$ cat config.mk
export PLATFORM = sky130hd
export DESIGN_NAME = pwl_wavegen
export DESIGN_NICKNAME = d
export VERILOG_FILES = /design/src/rtl/pwl_pkg.sv /design/src/rtl/pwl_bp_table.sv /design/src/rtl/pwl_frac_step.sv /design/src/rtl/pwl_interp.sv /design/src/rtl/pwl_wavegen.sv
export SDC_FILE = /design/constraint.sdc
export NUM_CORES = 2
export LEC_CHECK = 0
export ABC_AREA = 1
export BUFFER_PORTS_ARGS = -buffer_cell sky130_fd_sc_hd__buf_2
export CAP_MARGIN = 10
export CORE_MARGIN = 4
export CORE_UTILIZATION = 55
export DETAILED_ROUTE_END_ITERATION = 8
export PLACE_DENSITY = 0.69
export SLEW_MARGIN = 0
export SYNTH_ARGS = -nofsm -noshare
export SYNTH_HDL_FRONTEND = slang
export SYNTH_SLANG_ARGS = --single-unit
$ cat constraint.sdc
create_clock -name clk -period 13.2 [get_ports clk]
set_input_delay 1.32 -clock clk [delete_from_list [all_inputs] [get_ports clk]]
set_output_delay 1.32 -clock clk [all_outputs]
set_load 0.03 [all_outputs]
$ cat src/rtl/pwl_pkg.sv
package pwl_pkg;
    typedef enum logic [1:0] {
        ST_IDLE = 2'd0,
        ST_RUN  = 2'd1,
        ST_LAST = 2'd2,
        ST_DONE = 2'd3
    } pwl_state_e;
endpackage

$ cat src/rtl/pwl_bp_table.sv
module pwl_bp_table #(
    parameter int W     = 16,
    parameter int DEPTH = 32,
    localparam int AW   = $clog2(DEPTH)
) (
    input  logic          clk,
    input  logic          rst_n,
    input  logic          wr_en,
    input  logic [AW-1:0] wr_addr,
    input  logic [W-1:0]  wr_data,
    input  logic [AW-1:0] rd_a,
    input  logic [AW-1:0] rd_b,
    output logic [W-1:0]  q_a,
    output logic [W-1:0]  q_b
);
    logic [W-1:0] mem_q [DEPTH];

    for (genvar e = 0; e < DEPTH; e++) begin : g_entry
        always_ff @(posedge clk or negedge rst_n) begin
            if (!rst_n)
                mem_q[e] <= '0;
            else if (wr_en && wr_addr == AW'(e))
                mem_q[e] <= wr_data;
        end
    end

    assign q_a = mem_q[rd_a];
    assign q_b = mem_q[rd_b];
endmodule

$ cat src/rtl/pwl_frac_step.sv
module pwl_frac_step #(
    parameter int FRAC_W = 16,
    localparam int EXP_W = $clog2(FRAC_W)
) (
    input  logic [FRAC_W-1:0] pos,
    input  logic [EXP_W-1:0]  n,
    output logic [FRAC_W-1:0] pos_nxt,
    output logic              roll
);
    localparam logic [FRAC_W-1:0] FULL = '1;
    logic [FRAC_W-1:0] step;

    always_comb begin
        step    = FULL >> n;
        pos_nxt = (pos + step) | FRAC_W'(1);
        roll    = (pos_nxt == FULL);
    end
endmodule

$ cat src/rtl/pwl_interp.sv
module pwl_interp #(
    parameter int W      = 16,
    parameter int FRAC_W = 16
) (
    input  logic [W-1:0]      y_lo,
    input  logic [W-1:0]      y_hi,
    input  logic [FRAC_W-1:0] frac,
    output logic [W-1:0]      y
);
    localparam int DW = W + 1;
    localparam int PW = DW + FRAC_W + 1;

    logic signed [DW-1:0] diff;
    logic signed [PW-1:0] prod;
    logic signed [PW-1:0] ofs;
    logic signed [PW-1:0] sum;

    always_comb begin
        diff = $signed({y_hi[W-1], y_hi}) - $signed({y_lo[W-1], y_lo});
        prod = PW'(diff) * $signed({{(PW-FRAC_W){1'b0}}, frac});
        ofs  = prod >>> FRAC_W;
        sum  = $signed({{(PW-W){y_lo[W-1]}}, y_lo}) + ofs;
        y    = sum[W-1:0];
    end
endmodule

$ cat src/rtl/pwl_wavegen.sv
module pwl_wavegen
    import pwl_pkg::*;
#(
    parameter int SAMPLE_W = 16,
    parameter int MAX_PTS  = 32,
    parameter int PERIOD_W = 16,
    parameter int FRAC_W   = 16,
    localparam int IDX_W   = $clog2(MAX_PTS),
    localparam int LEN_W   = IDX_W + 1,
    localparam int EXP_W   = $clog2(FRAC_W)
) (
    input  logic                clk,
    input  logic                rst_n,
    input  logic                wr_en,
    input  logic [IDX_W-1:0]    wr_addr,
    input  logic [SAMPLE_W-1:0] wr_data,
    input  logic [LEN_W-1:0]    cfg_len,
    input  logic [EXP_W-1:0]    cfg_exp,
    input  logic [PERIOD_W-1:0] cfg_period,
    input  logic                cfg_once,
    input  logic                start,
    input  logic                stop,
    output logic [SAMPLE_W-1:0] sample,
    output logic                sample_vld,
    output logic                busy,
    output logic                done
);
    typedef struct packed {
        pwl_state_e          st;
        logic [LEN_W-1:0]    len;
        logic [EXP_W-1:0]    n;
        logic                once;
        logic [PERIOD_W-1:0] per;
        logic [PERIOD_W-1:0] cnt;
        logic [FRAC_W-1:0]   pos;
        logic [IDX_W-1:0]    lo;
        logic [IDX_W-1:0]    hi;
        logic [SAMPLE_W-1:0] smp;
        logic                vld;
    } gen_regs_t;

    gen_regs_t r_d, r_q;

    logic [SAMPLE_W-1:0] y_lo, y_hi, y_mid;
    logic [FRAC_W-1:0]   pos_nxt;
    logic                roll;
    logic                busy_w;
    logic                multi;
    logic [IDX_W-1:0]    last_idx;
    logic [LEN_W-1:0]    len_in;
    logic [PERIOD_W-1:0] per_in;

    assign busy_w   = (r_q.st == ST_RUN) || (r_q.st == ST_LAST);
    assign multi    = (r_q.len >= LEN_W'(2));
    assign last_idx = IDX_W'(r_q.len - LEN_W'(1));
    assign len_in   = (cfg_len > LEN_W'(MAX_PTS)) ? LEN_W'(MAX_PTS) : cfg_len;
    assign per_in   = (cfg_period == '0) ? PERIOD_W'(1) : cfg_period;

    pwl_bp_table #(.W(SAMPLE_W), .DEPTH(MAX_PTS)) i_table (
        .clk     (clk),
        .rst_n   (rst_n),
        .wr_en   (wr_en && !busy_w),
        .wr_addr (wr_addr),
        .wr_data (wr_data),
        .rd_a    (r_q.lo),
        .rd_b    (r_q.hi),
        .q_a     (y_lo),
        .q_b     (y_hi)
    );

    pwl_frac_step #(.FRAC_W(FRAC_W)) i_step (
        .pos     (r_q.pos),
        .n       (r_q.n),
        .pos_nxt (pos_nxt),
        .roll    (roll)
    );

    pwl_interp #(.W(SAMPLE_W), .FRAC_W(FRAC_W)) i_interp (
        .y_lo (y_lo),
        .y_hi (y_hi),
        .frac (r_q.pos),
        .y    (y_mid)
    );

    function automatic logic [IDX_W-1:0] wrap_inc(input logic [IDX_W-1:0] idx,
                                                  input logic [IDX_W-1:0] last);
        return (idx == last) ? '0 : idx + IDX_W'(1);
    endfunction

    always_comb begin
        r_d     = r_q;
        r_d.vld = 1'b0;
        unique case (r_q.st)
            ST_IDLE, ST_DONE: begin
                if (start) begin
                    r_d.st   = ST_RUN;
                    r_d.len  = len_in;
                    r_d.n    = cfg_exp;
                    r_d.once = cfg_once;
                    r_d.per  = per_in;
                    r_d.cnt  = '0;
                    r_d.pos  = '0;
                    r_d.lo   = '0;
                    r_d.hi   = (len_in >= LEN_W'(2)) ? IDX_W'(1) : '0;
                end else if (stop) begin
                    r_d.st = ST_IDLE;
                end
            end
            default: begin
                if (stop) begin
                    r_d.st = ST_IDLE;
                end else if (r_q.cnt != '0) begin
                    r_d.cnt = r_q.cnt - PERIOD_W'(1);
                end else begin
                    r_d.cnt = r_q.per - PERIOD_W'(1);
                    r_d.vld = 1'b1;
                    r_d.smp = y_mid;
                    if (r_q.st == ST_LAST) begin
                        r_d.st = ST_DONE;
                    end else if (!multi) begin
                        if (r_q.once) r_d.st = ST_DONE;
                    end else if (roll) begin
                        r_d.pos = '0;
                        if (r_q.once && r_q.hi == last_idx) begin
                            r_d.st = ST_LAST;
                            r_d.lo = r_q.hi;
                        end else begin
                            r_d.lo = wrap_inc(r_q.lo, last_idx);
                            r_d.hi = wrap_inc(r_q.hi, last_idx);
                        end
                    end else begin
                        r_d.pos = pos_nxt;
                    end
                end
            end
        endcase
    end

    always_ff @(posedge clk or negedge rst_n) begin
        if (!rst_n) r_q <= '0;
        else        r_q <= r_d;
    end

    assign sample     = r_q.smp;
    assign sample_vld = r_q.vld;
    assign busy       = busy_w;
    assign done       = (r_q.st == ST_DONE);


    pos_odd_chk: assert property (@(posedge clk) disable iff (!rst_n)
        busy_w |-> (r_q.pos == '0 || r_q.pos[0]));


    idx_pair_chk: assert property (@(posedge clk) disable iff (!rst_n)
        (r_q.st == ST_RUN && multi) |-> (r_q.hi == wrap_inc(r_q.lo, last_idx)));


    idx_range_chk: assert property (@(posedge clk) disable iff (!rst_n)
        (busy_w && multi) |-> (LEN_W'(r_q.lo) < r_q.len));


    vld_gap_chk: assert property (@(posedge clk) disable iff (!rst_n)
        (sample_vld && r_q.per > PERIOD_W'(1)) |=> !sample_vld);


    done_quiet_chk: assert property (@(posedge clk) disable iff (!rst_n)
        (done && $past(done)) |-> (!sample_vld && !busy));
endmodule

## Word-level counts from Yosys, hierarchy flattened

Index checks and enable logic that the tools add are counted.

| cells by class | value |
|---|---|
| $add $sub $neg | 8 |
| $mul | 1 |
| divide/modulo/power cells | 0 |
| order comparisons | 5 |
| eq/ne operators | 46 |
| shifts and indexed selects | 1 |
| mux-type cells | 33 |
| bitwise operators | 5 |
| reduce and logical (&&, ||, !) cells | 51 |

Operator list:

| kind | number |
|---|---|
| binary-select mux 16 bit (select 5 bit) | 2 |
| 2-to-1 mux 16 bit | 7 |
| 2-to-1 mux 42 bit | 2 |
| equality test 5 bit, second input constant | 16 |
| 2-to-1 mux 59 bit | 1 |
| 2-to-1 mux 26 bit | 2 |
| 2-to-1 mux 43 bit | 1 |
| equality test 5 x 4 -> 1 bit, second input constant | 8 |
| logical AND 1 bit | 34 |
| adder 16 bit | 2 |
| multiplier 17 x 17 -> 32 bit | 1 |
| subtractor 16 x 1 -> 16 bit, second input constant | 2 |
| equality test 5 x 3 -> 1 bit, second input constant | 4 |
| 2-to-1 mux 2 bit | 10 |
| 2-to-1 mux 5 bit | 4 |
| subtractor 16 x 16 -> 17 bit | 1 |
| logical NOT 16 bit | 1 |
| nonzero test 16 bit | 1 |
| >> shifter 16 x 4 -> 16 bit, first input constant | 1 |
| equality test 15 bit, second input constant | 1 |
| greater-or-equal comparator 6 x 2 -> 1 bit, second input constant | 2 |
| greater-or-equal comparator 6 bit, second input constant | 2 |
| inverter 5 -> 6 bit | 2 |
| adder 5 x 1 -> 5 bit, second input constant | 2 |
| other kinds (28) | 41 |

| storage, ports and cells | value |
|---|---|
| register bits after elaboration | 600 |
| latch bits | 0 |
| memory bits (writable) | 0 |
| ROM bits | 0 |
| input bits | 53 |
| output and inout port bits | 19 |
| memories | 0 |

## Depth between registers and ports, before layout

| logic depth | value |
|---|---|
| depth after elaboration | 10 |
| depth in mapped cells | 58 |

## Modules after synthesis

A second synthesis with hierarchy kept.

| unflattened totals | value |
|---|---|
| cell total of the unflattened synthesis | 6599 |
| area total of the unflattened synthesis | 46338.2 um^2 |

By module, submodules not included:

| module | times used | cells each | area an instance (um^2) | sequential area each (um^2) |
|---|---|---|---|---|
| pwl_bp_table | 1 | 4195 | 28608.7 | 12812.3 |
| pwl_interp | 1 | 1561 | 11806.3 | 0.0 |
| pwl_wavegen | 1 | 631 | 4820.9 | 2202.1 |
| pwl_frac_step | 1 | 212 | 1102.3 | 0.0 |

## Least setup slack after synthesis

Ideal clock, no wire load.

| path | value |
|---|---|
| path kind | reg-to-reg |
| start point | reg r_q[22] (netlist bit) |
| end point | reg r_q, in the netlist sample[14] |
| setup time | 118 ps |
| arrival time | 9376 ps |
| required time | 13082 ps |
| slack | 3706 ps |
| cell stages (with the launch flop) | 52 |
| clock period less this slack | 9494 ps |
| path through | dfrtp_1 -> buf_4 -> buf_4 -> buf_4 -> buf_2 -> buf_4 -> nor2_1 -> o221ai_1 -> a31oi_1 -> a32oi_1 -> ha_1 -> fa_1 -> o21ai_1 -> o21ai_0 -> o21ai_1 -> nand2_1 -> nand3_1 -> nand2_1 -> [16 not listed] -> nand3_1 -> nand3_1 -> nand2_1 -> xor2_1 -> ha_1 -> a21oi_1 -> o21ai_0 -> a21oi_1 -> nand2_1 -> nand3_1 -> nand2_1 -> nand2_1 -> inv_1 -> o21ai_0 -> nand2_1 -> or2_2 -> nand3_1 -> nand2_1 |

| on the way | value |
|---|---|
| word-level cells in the longest chain between the ends | 7 |

RTL lines:

| item | line | RTL |
|---|---|---|
| start: declaration | pwl_wavegen.sv:42 | `gen_regs_t r_d, r_q;` |
| start signal: assignment | pwl_wavegen.sv:141 | `else r_q <= r_d;` |
| inverter 5 -> 6 bit (implied by the code) * | pwl_bp_table.sv:27 | `assign q_a = mem_q[rd_a];` |
| binary-select mux 16 bit (select 5 bit) * | pwl_bp_table.sv:27 |  |
| 2-to-1 mux 16 bit (implied by the code) * (2 in series) | pwl_bp_table.sv:27 |  |
| subtractor 16 x 16 -> 17 bit | pwl_interp.sv:19 | `diff = $signed({y_hi[W-1], y_hi}) - $signed({y_lo[W-1], y_lo});` |
| multiplier 17 x 17 -> 32 bit | pwl_interp.sv:20 | `prod = PW'(diff) * $signed({{(PW-FRAC_W){1'b0}}, frac});` |
| adder 16 bit * | pwl_interp.sv:22 | `sum = $signed({{(PW-W){y_lo[W-1]}}, y_lo}) + ofs;` |

Every way passes the cells marked *; elsewhere a longest branch is shown, timed or not. The select of a mux whose other input is x is not followed.
A chain may end at the register's enable or synchronous reset.

## Worst setup path in the final report

| path | value |
|---|---|
| start point | reg r_q[23] (netlist bit) |
| end point | reg r_q, in the netlist sample[14] |

The elaborated chain is that of the path after synthesis.

==> results.cfg <==
[synth]
ys_seq_area_share_pct = 34.0
synth-async-reset-ratio_pct = 100
syn_area_per_cell_um2 = 7.60
synth.distinct_cells = 56
synth-edff-count = 0
synthCells = 5810
syn-cell-area_um2 = 44100
synth_seq_cells = 600
yosys_warnings = 0
synth_nets = 6267
synthFlopType = dfrtp_1

[worst_setup_path]
cpMostUsedCell = nand2_1
cpMaxStageDelayCell = dfrtp_4
critical-path-top-delay-family = adder cells
critPathArrivalTime_ps = 12700
worstSetupStartpointType = flop
max_stage_delay_ps = 620
worstPathRequired_ps = 13700
crit_buf_inv = 9
end_kind = flop
worst-setup-path-type = flop to flop
cp_max_fo = 73

[floorplanning]
die_area_um2 = 84800
rows = 103
die_y_um = 291
start_util_pct = 55.7
dieWidth_um = 291
io_pins = 72
coreArea_um2 = 79300

[sta]
slew_headroom_pct = 15.4
hold_viol = 0
worstMarginPinSlew_ps = 1270
fin_setup_tns_ps = 0
clock.fmax_mhz = 82.0
layout_setup_ws_ps = 998
holdWs_ps = 474
maxSlewViolCount = 0
period_share_pct = 92.4
setup_viol = 0
fin_crit_ps = 12200
rsz0062_at_grt = no
fin_skew_ps = 45.6

[cts]
postCtsSetupRepairBufs = 0
clk_pin_slew_ps = 60
clk_path_buf_depth = 3
htree_levels = 3
root_buffer = clkbuf_16
ctsResizeCount = 0
cts.sinks = 600
insertion_delay_ps = 630
cts_tree = yes
cts_hold_buf = 0
cts_buffers = 70

[placed_design]
hpwl_um = 93100
place_ws_ps = 1310
portBuffers = 71
gp_congestion = 0.941
dp.cells = 6569

[drt]
wl_per_cell_um = 21.8
drtPass1Iterations = 6
vias = 41209
final_antenna_net_count = 0
drt_iter0_drc = 4552
drt_wl_total_um = 146000
via_per_inst = 6.16
drt_drc_violations_left = 0

[grt]
grt_use_total_pct = 33.7
antenna_found_initial = 2
gr-total-overflow = 0
grt_pass1_vias = 39515
grt_max_degree = 212
grt_pass1_wl_um = 227000

[layout]
drive_above_1_share_pct = 5.66
areaGrowthSynthToFinish_pct = 6.37
final_common_cell = nand2_1
final_cell_mix = nand2_1, o21ai_0, nor2_1
fin_nets = 6048
fillers = 7344
final_cells = 6691

[outcome]
run_status = completed

[power_and_ir_drop]
p_leak_nw = 22.5
power_density_nw_per_um2 = 268
peakVddDrop_v = 0.000185

[run]
cap_violations = 0

[hold_path]
hp-class = flop to flop
[through the flow]
step	instance area, um2	utilization [%]	power, mW
2_1_floorplan	44100	-	8.40
6_report	47000	59.2	12.6
5_1_grt	46900	59.2	13.7
3_3_place_gp	44700	56.4	10.4
4_1_cts	46900	59.2	12.5
3_5_place_dp	44700	56.4	10.5
[tightest hold or removal path, stage by stage (launching register included)]
cell     delay (ps)
dfrtp_1         340
nand2_1          50
nand2_1          50
[cells by family after synthesis]
logic type      Yosys count  share of synthesized area [%]
flops                   600                           34.0
fa+ha+maj               404                           16.0
xor+xnor                 50                           1.01
compound gates         1582                           20.3
buf+inv                 998                           8.90
simple gates           2176                           19.8
[final cells by class]
cell class,count,area [um2],share of cell area [%]
multi-input combinational,4212,25200,53.7
sequential,600,15000,32.0
inverter,569,2160,4.59
clock buffer,106,2040,4.34
tap,1050,1310,2.80
timing repair buffer,138,968,2.06
clock inverter,15,206,0.440
antenna,1,2.50,0.00533
[Yosys cell counts, drive strengths merged, types with 17 or more instances]
library cell | count | area [um2]
nand3 | 224 | 1160
ha | 136 | 1700
a31oi | 22 | 138
or2 | 17 | 106
xor2 | 29 | 262
fa | 268 | 5370
buf | 92 | 526
nor2 | 776 | 2930
nand2 | 1106 | 4190
nand4 | 18 | 113
dfrtp | 600 | 15000
a21oi | 155 | 795
xnor2 | 21 | 184
o221ai | 198 | 1730
o22ai | 48 | 300
clkbuf | 337 | 1260
o21ai | 1102 | 5520
inv | 559 | 2100
[where the power goes]
part           internal, mW  leakage (nW)  switching (mW)  total (mW)
clock                  1.11          1.09           0.804        1.91
sequential             2.47          7.86           0.555        3.02
combinational          2.47          13.5            5.18        7.64
total                  6.04          22.5            6.53        12.6
[final timing paths]
kind,startpoint,to,slack (ps),depth (start not counted)
setup / recovery,r_q[23],sample[14],1000,49
hold / removal,sample[1],sample[1],470,2
setup reg to reg,r_q[23],sample[14],1000,49
hold reg to reg,sample[1],sample[1],470,2
max in group asynchronous,rst_n,r_q[24],10220,3
min in group asynchronous,rst_n,sample[8],740,1
[flip-flops by register name, summed over array words and instances, names as in the netlist]
signal,count
sample,16
sample_vld,1
i_table.mem_q,512
r_q,71
[routing by layer]
layer  vias to the layer above  routed length (um)  part of all wire (%)  global-route usage [%]
li1                      18715                   -                     -                       -
met5                         -                  15                 0.010                       0
met2                      2241               64600                    44                    52.1
met3                       478               15000                    10                    7.19
met1                     19773               58900                    40                    46.0
met4                         2                7070                   4.9                    14.9
(Power assumes the default switching activity.)
